**src/rtl/pin_evt_pkg.sv**
```systemverilog
package pin_evt_pkg;
  localparam int CFG_W = 4;

  localparam logic [CFG_W-1:0] M_DMA_RISE  = 4'd1;
  localparam logic [CFG_W-1:0] M_DMA_FALL  = 4'd2;
  localparam logic [CFG_W-1:0] M_DMA_ANY   = 4'd3;
  localparam logic [CFG_W-1:0] M_INT_LOW   = 4'd8;
  localparam logic [CFG_W-1:0] M_INT_RISE  = 4'd9;
  localparam logic [CFG_W-1:0] M_INT_FALL  = 4'd10;
  localparam logic [CFG_W-1:0] M_INT_ANY   = 4'd11;
  localparam logic [CFG_W-1:0] M_INT_HIGH  = 4'd12;
  localparam logic [CFG_W-1:0] M_TRIG_HIGH = 4'd13;
  localparam logic [CFG_W-1:0] M_TRIG_LOW  = 4'd14;

  function automatic logic mode_is_dma(logic [CFG_W-1:0] m);
    return (m >= M_DMA_RISE) && (m <= M_DMA_ANY);
  endfunction

  function automatic logic mode_is_int(logic [CFG_W-1:0] m);
    return (m >= M_INT_LOW) && (m <= M_INT_HIGH);
  endfunction

  function automatic logic mode_hit(logic [CFG_W-1:0] m, logic cur, logic prev);
    logic rise, fall;
    rise = cur & ~prev;
    fall = ~cur & prev;
    case (m)
      M_DMA_RISE, M_INT_RISE: return rise;
      M_DMA_FALL, M_INT_FALL: return fall;
      M_DMA_ANY,  M_INT_ANY:  return rise | fall;
      M_INT_LOW:              return ~cur;
      M_INT_HIGH:             return cur;
      default:                return 1'b0;
    endcase
  endfunction
endpackage

```
**src/rtl/pin_evt_detect.sv**
```systemverilog
module pin_evt_detect
  import pin_evt_pkg::*;
#(
  parameter int NPINS = 32
) (
  input  logic                   clk,
  input  logic                   rst_n,
  input  logic                   stop_i,
  input  logic [NPINS-1:0]       pin_i,
  input  logic [NPINS*CFG_W-1:0] cfg_i,
  output logic [NPINS-1:0]       evt_o,
  output logic [NPINS-1:0]       is_dma_o,
  output logic [NPINS-1:0]       is_int_o
);
  logic [NPINS-1:0] prev_q;
  logic [NPINS-1:0] prev_d;

  always_comb prev_d = pin_i;

  always_ff @(posedge clk or negedge rst_n) begin
    if (!rst_n) prev_q <= '0;
    else        prev_q <= prev_d;
  end

  for (genvar i = 0; i < NPINS; i++) begin : g_pin
    logic [CFG_W-1:0] mode;
    logic             hit;
    always_comb begin
      mode        = cfg_i[i*CFG_W +: CFG_W];
      is_dma_o[i] = mode_is_dma(mode);
      is_int_o[i] = mode_is_int(mode);
      hit         = mode_hit(mode, pin_i[i], prev_q[i]);
      evt_o[i]    = hit & (is_int_o[i] | (is_dma_o[i] & ~stop_i));
    end
  end
endmodule

```
**src/rtl/pin_evt_flags.sv**
```systemverilog
module pin_evt_flags #(
  parameter int NPINS = 32
) (
  input  logic             clk,
  input  logic             rst_n,
  input  logic [NPINS-1:0] evt_i,
  input  logic [NPINS-1:0] clr_i,
  output logic [NPINS-1:0] flag_o
);
  logic [NPINS-1:0] flag_q;
  logic [NPINS-1:0] flag_d;
  logic             upd_en;

  always_comb begin
    upd_en = |(evt_i | clr_i);
    flag_d = (flag_q & ~clr_i) | evt_i;
  end

  always_ff @(posedge clk or negedge rst_n) begin
    if (!rst_n)      flag_q <= '0;
    else if (upd_en) flag_q <= flag_d;
  end

  assign flag_o = flag_q;
endmodule

```
**src/rtl/pin_evt_trig.sv**
```systemverilog
module pin_evt_trig
  import pin_evt_pkg::*;
#(
  parameter int NPINS = 32
) (
  input  logic [NPINS-1:0]       raw_i,
  input  logic [NPINS-1:0]       filt_i,
  input  logic [NPINS-1:0]       fen_i,
  input  logic [NPINS*CFG_W-1:0] cfg_i,
  output logic                   trig_o
);
  logic [NPINS-1:0] match;

  for (genvar i = 0; i < NPINS; i++) begin : g_pin
    logic             lvl;
    logic [CFG_W-1:0] mode;
    always_comb begin
      mode     = cfg_i[i*CFG_W +: CFG_W];
      lvl      = fen_i[i] ? filt_i[i] : raw_i[i];
      match[i] = ((mode == M_TRIG_HIGH) &  lvl) |
                 ((mode == M_TRIG_LOW)  & ~lvl);
    end
  end

  assign trig_o = |match;
endmodule

```
**src/rtl/pin_evt_agg.sv**
```systemverilog
module pin_evt_agg
  import pin_evt_pkg::*;
#(
  parameter int NPINS = 32
) (
  input  logic                   clk,
  input  logic                   rst_n,
  input  logic                   stop_i,
  input  logic [NPINS-1:0]       pin_sync_i,
  input  logic [NPINS-1:0]       pin_raw_i,
  input  logic [NPINS-1:0]       pin_filt_i,
  input  logic [NPINS-1:0]       filt_en_i,
  input  logic [NPINS*CFG_W-1:0] cfg_i,
  input  logic [NPINS-1:0]       w1c_i,
  input  logic                   dma_done_i,
  output logic [NPINS-1:0]       flag_o,
  output logic                   dma_req_o,
  output logic                   irq_o,
  output logic                   wake_o,
  output logic                   trig_o
);
  logic [NPINS-1:0] evt;
  logic [NPINS-1:0] is_dma;
  logic [NPINS-1:0] is_int;
  logic [NPINS-1:0] clr;

  pin_evt_detect #(.NPINS(NPINS)) u_detect (
    .clk      (clk),
    .rst_n    (rst_n),
    .stop_i   (stop_i),
    .pin_i    (pin_sync_i),
    .cfg_i    (cfg_i),
    .evt_o    (evt),
    .is_dma_o (is_dma),
    .is_int_o (is_int)
  );

  always_comb clr = w1c_i | (is_dma & {NPINS{dma_done_i}});

  pin_evt_flags #(.NPINS(NPINS)) u_flags (
    .clk    (clk),
    .rst_n  (rst_n),
    .evt_i  (evt),
    .clr_i  (clr),
    .flag_o (flag_o)
  );

  pin_evt_trig #(.NPINS(NPINS)) u_trig (
    .raw_i  (pin_raw_i),
    .filt_i (pin_filt_i),
    .fen_i  (filt_en_i),
    .cfg_i  (cfg_i),
    .trig_o (trig_o)
  );

  always_comb begin
    dma_req_o = |(flag_o & is_dma);
    irq_o     = |(flag_o & is_int);
    wake_o    = stop_i & |(evt & is_int);
  end
endmodule

```
**config.mk**
```make
export PLATFORM = sky130hd
export DESIGN_NAME = pin_evt_agg
export DESIGN_NICKNAME = d
export VERILOG_FILES = /design/src/rtl/pin_evt_pkg.sv /design/src/rtl/pin_evt_detect.sv /design/src/rtl/pin_evt_flags.sv /design/src/rtl/pin_evt_trig.sv /design/src/rtl/pin_evt_agg.sv
export SDC_FILE = /design/constraint.sdc
export NUM_CORES = 1
export LEC_CHECK = 0
export ABC_AREA = 1
export BUFFER_PORTS_ARGS = -buffer_cell sky130_fd_sc_hd__buf_4
export CORE_MARGIN = 8
export CORE_UTILIZATION = 50
export CTS_CLUSTER_SIZE = 25
export DETAILED_ROUTE_END_ITERATION = 12
export GPL_TIMING_DRIVEN = 0
export HOLD_SLACK_MARGIN = 0.03
export PLACE_DENSITY = 0.84
export SYNTH_ARGS = -nofsm -noshare
export SYNTH_HDL_FRONTEND = slang
export SYNTH_SLANG_ARGS = --single-unit
```
**constraint.sdc**
```tcl
create_clock -name clk -period 2.4 [get_ports clk]
set_input_delay 0.36 -clock clk [delete_from_list [all_inputs] [get_ports clk]]
set_output_delay 0.36 -clock clk [all_outputs]
set_load 0.02 [all_outputs]
```
# Word level (Yosys, flattened, before mapping)
# Index checks and enable logic that the tools add are counted.
[word_totals]
regBits = 64
in_bits = 292
wordCells = 1074
out_inout_bits = 36
[op_classes]
bitwise = 395
reduce_logical = 165
order_cmp = 128
eq_ne = 320
muxes = 64
[op_table]
columns = ["op", "n"]
rows = [
  ["equality test 4 bit (second input constant)", 224],
  ["equality test 4 x 2 -> 1 bit (second input constant)", 64],
  ["bitwise AND 1 bit", 193],
  ["OR reduction 2 bit", 96],
  ["bitwise AND 32 bit", 5],
  ["one-hot mux 1 bit (5 select lines)", 32],
  ["OR reduction 32 bit", 5],
  ["equality test 4 x 1 -> 1 bit (second input constant)", 32],
  ["greater-or-equal comparator 4 x 1 -> 1 bit (second input constant)", 32],
  ["greater-or-equal comparator 4 bit (second input constant)", 32],
  ["less-or-equal comparator 4 x 2 -> 1 bit (second input constant)", 32],
  ["less-or-equal comparator 4 bit (second input constant)", 32],
  ["inverter 1 bit", 97],
  ["OR 1 bit", 96],
  ["OR 32 bit", 3],
  ["logical AND 1 bit", 64],
  ["two-way mux 1 bit", 32],
  ["inverter 32 bit", 1],
]

# Longest topological paths before layout
# Gate-level depths: netlist of the first run.
[logic_depth]
word_depth = 8
depth_mapped = 14
mapped_depth_nobuf = 14

# Cells and area by module
# Synthesis of the first run repeated with hierarchy kept, for this count alone.
[hier_totals]
cells_unflattened = 1557
area_unflattened_um2 = 8688.3
[by_module_without_submodules]
columns = ["mod", "cells_per_inst", "seq_area_each_um2", "instances", "area_per_inst_um2"]
rows = [
  ["pin_evt_detect", 704, 800.8, 1, 4470.5],
  ["pin_evt_trig", 480, 0.0, 1, 1971.9],
  ["pin_evt_flags", 160, 800.8, 1, 1281.2],
  ["pin_evt_agg", 213, 0.0, 1, 964.7],
]

# Worst setup path before layout of the first run
# Ideal clock, no wire load.
[synth_timing]
path_type = "input port to output port"
from = "in pin_sync_i[2]"
to = "out wake_o"
n_path_buf = 0
arrival_time_ns = 1.580
t_required_ns = 2.040
slack_ns = 0.460
cell_stages = 13
cell_sequence = "inv_1 -> ha_1 -> nand2_1 -> nand2_1 -> o21ai_0 -> nand2_1 -> nand2_1 -> nand2_1 -> nand2_1 -> nor2_1 -> nand2_1 -> nor2_1 -> a21oi_1"
[synth_between]
elab_chain_len = 8
word_cells_on_any_way = 9
cone_classes = "1 x mux; 7 x bitwise; 1 x reduce/logical"
[synth_lines]
columns = ["element", "line", "rtl"]
rows = [
  ["start, declared", "pin_evt_agg.sv:9", "input logic [NPINS-1:0] pin_sync_i,"],
  ["inverter 1 bit", "pin_evt_pkg.sv:26, pin_evt_pkg.sv:31", ""],
  ["bitwise AND 1 bit", "pin_evt_pkg.sv:26", "fall = ~cur & prev;"],
  ["OR 1 bit", "pin_evt_pkg.sv:30", "M_DMA_ANY, M_INT_ANY: return rise | fall;"],
  ["one-hot mux 1 bit (5 select lines) *", "pin_evt_pkg.sv:27", "case (m)"],
  ["bitwise AND 1 bit *", "pin_evt_detect.sv:33", "evt_o[i] = hit & (is_int_o[i] | (is_dma_o[i] & ~stop_i));"],
  ["bitwise AND 32 bit *", "pin_evt_agg.sv:59", "wake_o = stop_i & |(evt & is_int);"],
  ["OR reduction 32 bit *", "pin_evt_agg.sv:59", ""],
  ["bitwise AND 1 bit *", "pin_evt_agg.sv:59", ""],
  ["end, declared", "pin_evt_agg.sv:19", "output logic wake_o,"],
]
# Every way passes the cells marked *; elsewhere a longest branch is shown, timed or not.

# Worst setup path in the final report of the first run
[layout_timing]
from = "reg u_detect.prev_q[17]"
to = "out wake_o"
[layout_between]
elab_chain_len = 8
word_cells_on_any_way = 9
cone_classes = "1 x mux; 7 x bitwise; 1 x reduce/logical"
[layout_lines]
columns = ["element", "line", "rtl"]
rows = [
  ["start, declared", "pin_evt_detect.sv:15", "logic [NPINS-1:0] prev_q;"],
  ["start signal, assigned", "pin_evt_detect.sv:22", "else prev_q <= prev_d;"],
  ["inverter 1 bit", "pin_evt_pkg.sv:25", "rise = cur & ~prev;"],
  ["bitwise AND 1 bit", "pin_evt_pkg.sv:25", ""],
  ["OR 1 bit", "pin_evt_pkg.sv:30", ""],
  ["one-hot mux 1 bit (5 select lines) *", "pin_evt_pkg.sv:27", ""],
  ["bitwise AND 1 bit *", "pin_evt_detect.sv:33", ""],
  ["bitwise AND 32 bit *", "pin_evt_agg.sv:59", ""],
  ["OR reduction 32 bit *", "pin_evt_agg.sv:59", ""],
  ["bitwise AND 1 bit *", "pin_evt_agg.sv:59", ""],
]
# Marks and branches as above.

==> flow_metrics.env, run 1 <==
export IMPL_synth_nets=1619
export IMPL_drt_wirelength_per_cell_um=15.92
export IMPL_cp_end_kind="output port"
export IMPL_vias=9506
export IMPL_hpwl_um=23850
export IMPL_final_setup_viol_count=0
export IMPL_drc=0
export IMPL_wirelength_um=28540
export IMPL_worstPathArrival_ns=2.02
export IMPL_viasPerCell=5.302
export IMPL_tritoncts="done"
export IMPL_synth_seq_area_share_pct=21.34
export IMPL_period_share_pct=99.12
export IMPL_ys_seq_elements=64
export IMPL_grt_max_degree=65
export IMPL_clk_root_buffer_cell="clkbuf_16"
export IMPL_clock_latency_ns=0.35
export IMPL_final_nets=1960
export IMPL_core_area_mm2=0.01459
export IMPL_hold_viol_final=0
export IMPL_cts_htree_levels=3
export IMPL_p_leak_nw=6.094
export IMPL_avgSynthCellArea_um2=5.942
export IMPL_max_slew_margin_rel_pct=38.14
export IMPL_synth_edf_count=0
export IMPL_die_x_um=138.5
export IMPL_die_h_um=138.5
export IMPL_first_global_vias=8981
export IMPL_synth_most_common_cell="nand2_1"
export IMPL_antenna_found_initial=0
export IMPL_design_area_mm2=0.01065
export IMPL_initial_core_util_pct=51.44
export IMPL_crit_top_cell="nand2_2"
export IMPL_critPathLaunchType="register"
export IMPL_cts_buffers=9
export IMPL_yosys_top_cells_area="dfrtp_1 (21%), nand2_1 (18%), inv_1 (12%)"
export IMPL_grtUsageTotal_pct=28.16
export IMPL_worst_endpoint_required_ns=2.04
export IMPL_irDropWorstVdd_v=0.0002942
export IMPL_io_pin_count=328
export IMPL_fin_tns_setup_ns=0
export IMPL_multi_input_area_mm2=0.005149
export IMPL_max_freq_ghz=0.4204
export IMPL_synthDistinctLibCells=38
export IMPL_syn_area_mm2=0.007505
export IMPL_clk_pin_slew_ns=0.06
export IMPL_post_synth_top_area_cell="dfrtp_1"
export IMPL_yosysWarnings=0
export IMPL_die_area_mm2=0.01919
export IMPL_rows=44
export IMPL_rsz0062_at_grt="true"
export IMPL_async_flop_share_pct=100.0
export IMPL_status="finished, final reports clean"
export IMPL_yosys_most_used_dff="dfrtp_1"
export IMPL_hold_class="primary input to async pin"
export IMPL_power_density_mw_per_mm2=390.0
export IMPL_finalMaxSlewViolations=0
export IMPL_grt_overflow=0
export IMPL_seq_area_mm2=0.001602
export IMPL_placed_area_mm2=0.01018
export IMPL_drtIter0Drc=584
export IMPL_crit_type="register to output port"
export IMPL_netlist_top_cells_count="nand2_1 (355), inv_1 (230), nor2_1 (183)"
export IMPL_num_fill_cells=1259
export IMPL_crit_chain="ha_4 > nor2_1 > nor2_1 > nand2_1 > nand2_1 > nand2_1 > nand2_2 > nand2_2 > nand2_2 > nor2_4 > nand2_2 > nor2_4 > a21oi_2 > buf_6"
export IMPL_fin_crit_ns=2.379
export IMPL_antenna_cells=0
export IMPL_dr_pass1_iters=5
export IMPL_syn_to_final_growth_pct=41.88
export IMPL_skew_ns=0.005343
export IMPL_finalWeightedCongestion=0.9393
export IMPL_ant_nets=0
export IMPL_tightest_slew_ns=0.9279
export IMPL_port_buffers=326
export IMPL_syn_instance_count=1263
export IMPL_clkSinkCount=64
export IMPL_drv_cap=0
export IMPL_clock_path_buffers=2
export IMPL_grt_pass1_wl_um=44020
export IMPL_cp_max_fo=2
export IMPL_yosysTopAreaCellShare_pct=21.34
export IMPL_worst_path_max_delay_cell="dfrtp_1"
export IMPL_drive_gt1_share_pct=24.36
export IMPL_cpPeakStageDelay_ns=0.41
-- placed cells by master (no fill, tap or decap), drive strengths merged, types with 21 or more instances in the layout --
cell type  instances
nand2            355
buf              335
inv              231
nor2             183
o21ai             97
dfrtp             64
ha                64
nand3             63
nand4             36
o211ai            34
a21oi             21
-- worst max-delay path, delay by kind of cell (launching register included) --
family	cells	cell delay (ns)
AO/OA/AOI/OAI	1	0.06
flip-flops	1	0.41
adder cells (fa/ha/maj)	1	0.17
AND/OR/NAND/NOR	11	0.87
buffers and inverters	1	0.15
-- kinds of logic (layout without fill, tap and decap cells) --
kind of cell,after synthesis,count (layout),synth area share [%]
compound gates,209,209,17.29
xor+xnor,7,7,0.8170
fa+ha+maj,64,64,10.67
buf+inv,237,583,11.95
flops,64,64,21.34
mux,4,4,0.5335
simple gates,678,678,37.40
-- area by class of cell --
class,count,area share (%)
Buffer,6,0.2820
Clock buffer,13,2.538
Clock inverter,3,0.1410
Inverter,231,8.143
Multi-Input combinational cell,962,48.35
Sequential cell,64,15.04
Tap cell,184,2.162
Timing Repair Buffer,330,23.34
-- power by group --
| group | internal (mW) | switching (mW) | total, mW |
|---|---|---|---|
| combinational | 0.728 | 0.894 | 1.62 |
| clock | 0.779 | 0.525 | 1.30 |
| sequential | 1.16 | 0.0662 | 1.23 |
| total | 2.67 | 1.48 | 4.15 |
-- registers in the layout, indices dropped and copies added, names as in the netlist --
signal           count
u_detect.prev_q     32
u_flags.flag_o      32
-- what timing repair did --
action                                  CTS  global route
cloned                                    0             0
pin swaps                                15            25
hold buffers                              0             0
setup buffers                             1             3
endpoints found under the setup margin    1             2
gates resized for setup                  10            41
-- layer usage --
| metal | vias up | share of wire [%] | global-route usage, % |
|---|---|---|---|
| met4 | 0 | 4.2 | 13.56 |
| met3 | 70 | 8.5 | 7.055 |
| met2 | 417 | 48 | 47.48 |
| li1 | 4787 | - | - |
| met5 | - | 0 | 0 |
| met1 | 4232 | 39 | 32.71 |
-- metrics by stage --
step	power (mW)	instances	hold WS, ns	utilization (%)	worst slack [ns]
after global routing	4.399	1793	0.1339	72.98	-0.1018
after CTS	4.103	1790	0.1362	71.97	-0.009800
after floorplan	1.970	1263	0.06441	-	0.4599
after global placement	2.765	1773	0.4895	69.79	0.03694
after detailed placement	2.799	1773	0.4925	69.79	0.06254
final	4.152	1793	0.1260	72.98	0.02118
-- final timing paths --
path	startpoint	end	slack (ns)	cells after the start
setup / recovery	u_detect.prev_q[17]	wake_o	0.02	14
hold / removal	rst_n	u_detect.prev_q[31]	0.13	1
setup reg to reg	u_detect.prev_q[25]	u_flags.flag_o[25]	0.97	9
hold reg to reg	u_flags.flag_o[20]	u_flags.flag_o[20]	0.58	2
max in group asynchronous	rst_n	u_detect.prev_q[25]	1.64	1
min in group clk	pin_sync_i[27]	u_detect.prev_q[27]	0.14	1
Note: power is estimated with default switching activity, not from simulation.
==> inputs of run 2 (changes only) <==
--- a/config.mk
+++ b/config.mk
@@ -7,7 +7,7 @@
 export LEC_CHECK = 0
 export ABC_AREA = 1
 export BUFFER_PORTS_ARGS = -buffer_cell sky130_fd_sc_hd__buf_4
-export CORE_MARGIN = 8
+export CORE_MARGIN = 5
 export CORE_UTILIZATION = 50
 export CTS_CLUSTER_SIZE = 25
 export DETAILED_ROUTE_END_ITERATION = 12
==> run 2 against run 1 <==
The run now ends with negative setup slack left; fmax is 2.7% lower; worst setup slack worse by 0.066 ns; critical path type unchanged; non-clock buffer count is 3 lower; largest cell class unchanged; count of clock-buffer cells in the layout up 1; die area is 8.5% lower; via count is 1.0% higher; worst hold slack lost 0.0062 ns; largest power group unchanged.
==> flow_metrics.env, run 2 (same netlist as run 1, synthesis figures left out) <==
export IMPL_status="finished, violations left"
export IMPL_failed_checks="negative setup slack"
export IMPL_postCtsHoldBufs=0
export IMPL_r2r_start="u_detect.prev_q[26]"
export IMPL_antenna_found_initial=0
export IMPL_period_share_pct=101.9
export IMPL_vias=9605
export IMPL_drc=0
export IMPL_clock_latency_ns=0.35
export IMPL_initial_core_util_pct=51.25
export IMPL_grt_pass1_wl_um=43600
export IMPL_wirelength_um=27860
export IMPL_clk_pin_slew_ns=0.06
export IMPL_viasPerCell=5.372
export IMPL_num_fill_cells=1280
export IMPL_port_buffers=326
export IMPL_finalMaxSlewViolations=0
export IMPL_clkSinkCount=64
export IMPL_cts_htree_levels=3
export IMPL_crit_type="register to output port"
export IMPL_met1_usage_pct=35.75
export IMPL_drtIter0Drc=599
export IMPL_core_area_mm2=0.01464
export IMPL_top_usage_layer="met2"
export IMPL_gr_usage_met2_pct=53.63
export IMPL_hpwl_um=23430
export IMPL_clk_root_buffer_cell="clkbuf_16"
export IMPL_cp_max_fo=2
export IMPL_syn_to_final_growth_pct=39.86
export IMPL_max_slew_margin_rel_pct=35.14
export IMPL_rsz0062_at_grt="true"
export IMPL_r2r_end="u_flags.flag_o[26]"
export IMPL_max_freq_ghz=0.4090
export IMPL_final_util_pct=71.68
export IMPL_tightest_slew_ns=0.9728
export IMPL_critPathLaunchType="register"
export IMPL_clock_path_buffers=2
export IMPL_die_area_mm2=0.01756
export IMPL_layout_commonest_cell="nand2_1"
export IMPL_irDropWorstVdd_v=0.0002826
export IMPL_worstPathArrival_ns=2.08
export IMPL_cp_end_kind="output port"
export IMPL_final_cell_mix="nand2_1 (351), buf_4 (328), inv_1 (230)"
export IMPL_rows=44
export IMPL_antenna_cells=0
export IMPL_cts_buffers=9
export IMPL_cp_endpoint="wake_o"
export IMPL_final_setup_viol_count=1
export IMPL_use_met3_pct=6.682
export IMPL_die_x_um=132.5
export IMPL_io_pin_count=328
export IMPL_hold_class="primary input to async pin"
export IMPL_rr_worst_depth=10
export IMPL_setup_ws_ns=-0.04472
export IMPL_drive_gt1_share_pct=22.44
export IMPL_drv_cap=0
export IMPL_tritoncts="done"
export IMPL_reg2reg_setup_slack_ns=1.01
export IMPL_p_leak_nw=6.052
export IMPL_worst_endpoint_required_ns=2.04
export IMPL_first_global_vias=9148
export IMPL_ant_nets=0
export IMPL_dr_pass1_iters=5
export IMPL_grtUsageTotal_pct=30.50
export IMPL_hold_viol_final=0
export IMPL_grt_max_degree=65
export IMPL_fin_crit_ns=2.445
export IMPL_die_h_um=132.5
export IMPL_critPathLaunch="u_detect.prev_q[26]"
export IMPL_final_nets=1957
export IMPL_grt_overflow=0
export IMPL_skew_ns=0.003170
export IMPL_drt_wirelength_per_cell_um=15.58
export IMPL_power_density_mw_per_mm2=390.4
export IMPL_dpl_worst_slack_ns=0.04941
export IMPL_finalWeightedCongestion=0.9182
[run 2: cell count changes in the layout (fill, tap and decap cells not counted), moves of 3 or more]
cell / delta
nor2_4: -3
nand2_1: +12
o21ai_0: +3
nor2_1: +5
ha_1: +5
clkinv_2: -3
nand2_2: -12
ha_2: -3
[run 2: final cells by class]
class	instances	area [um2]	area share [%]
Multi-Input combinational cell	962	5039	48.00
Timing Repair Buffer	327	2455	23.39
Sequential cell	64	1602	15.26
Inverter	231	867.1	8.261
Clock buffer	14	274.0	2.611
Tap cell	184	230.2	2.193
Buffer	6	30.03	0.2861
[run 2: timing repair]
| action | 4_1_cts | 5_1_grt |
|---|---|---|
| resized for setup | 4 | 11 |
| pin swaps | 8 | 5 |
| endpoints found under the setup margin | 1 | 2 |
| buffers inserted | 1 | 0 |
[run 2: metrics by stage]
step | setup TNS, ns | cell area [um2] | std cells | hold slack, ns | power (mW)
2_1_floorplan | 0 | 7505 | 1263 | 0.06441 | 1.970
3_3_place_gp | 0 | 10180 | 1773 | 0.4902 | 2.765
3_5_place_dp | 0 | 10180 | 1773 | 0.4926 | 2.807
4_1_cts | -0.03922 | 10480 | 1788 | 0.1372 | 4.084
5_1_grt | -0.1535 | 10500 | 1788 | 0.1420 | 4.327
6_report | -0.04472 | 10500 | 1788 | 0.1198 | 4.097
[run 2: layer usage]
layer  vias to the layer above  part of all wire (%)
li1                       4773                     -
met1                      4367                    40
met2                       396                    48
met3                        69                   8.0
met4                         0                   4.0
met5                         -                     0
[run 2: critical path, stage by stage, from the launching register on]
cell and delay (ns):
dfrtp_1 0.35, inv_1 0.04, ha_1 0.16, or2_4 0.22
nand3_2 0.05, nand2_1 0.06, nand2_1 0.07, nand2_2 0.06
nand2_1 0.07, nand2_1 0.05, nor2_1 0.12, nand2_1 0.09
nor2_1 0.13, a21oi_1 0.09, buf_4 0.18
[run 2: worst min path at each step]
stage                               from             endpoint  slack [ns]  cells after the start
final                              rst_n  u_detect.prev_q[30]        0.12                      1
after global routing       pin_sync_i[8]   u_detect.prev_q[8]        0.14                      1
after CTS                 pin_sync_i[21]  u_detect.prev_q[21]        0.14                      1
after detailed placement   pin_sync_i[8]   u_detect.prev_q[8]        0.49                      1
after global placement     pin_sync_i[8]   u_detect.prev_q[8]        0.49                      1
after floorplan                    rst_n   u_detect.prev_q[0]        0.06                      0
[run 2: where the power goes]
part / internal, mW / switching (mW)
Sequential: 1.16 / 0.0671
Combinational: 0.709 / 0.881
Clock: 0.774 / 0.506
Total: 2.64 / 1.45
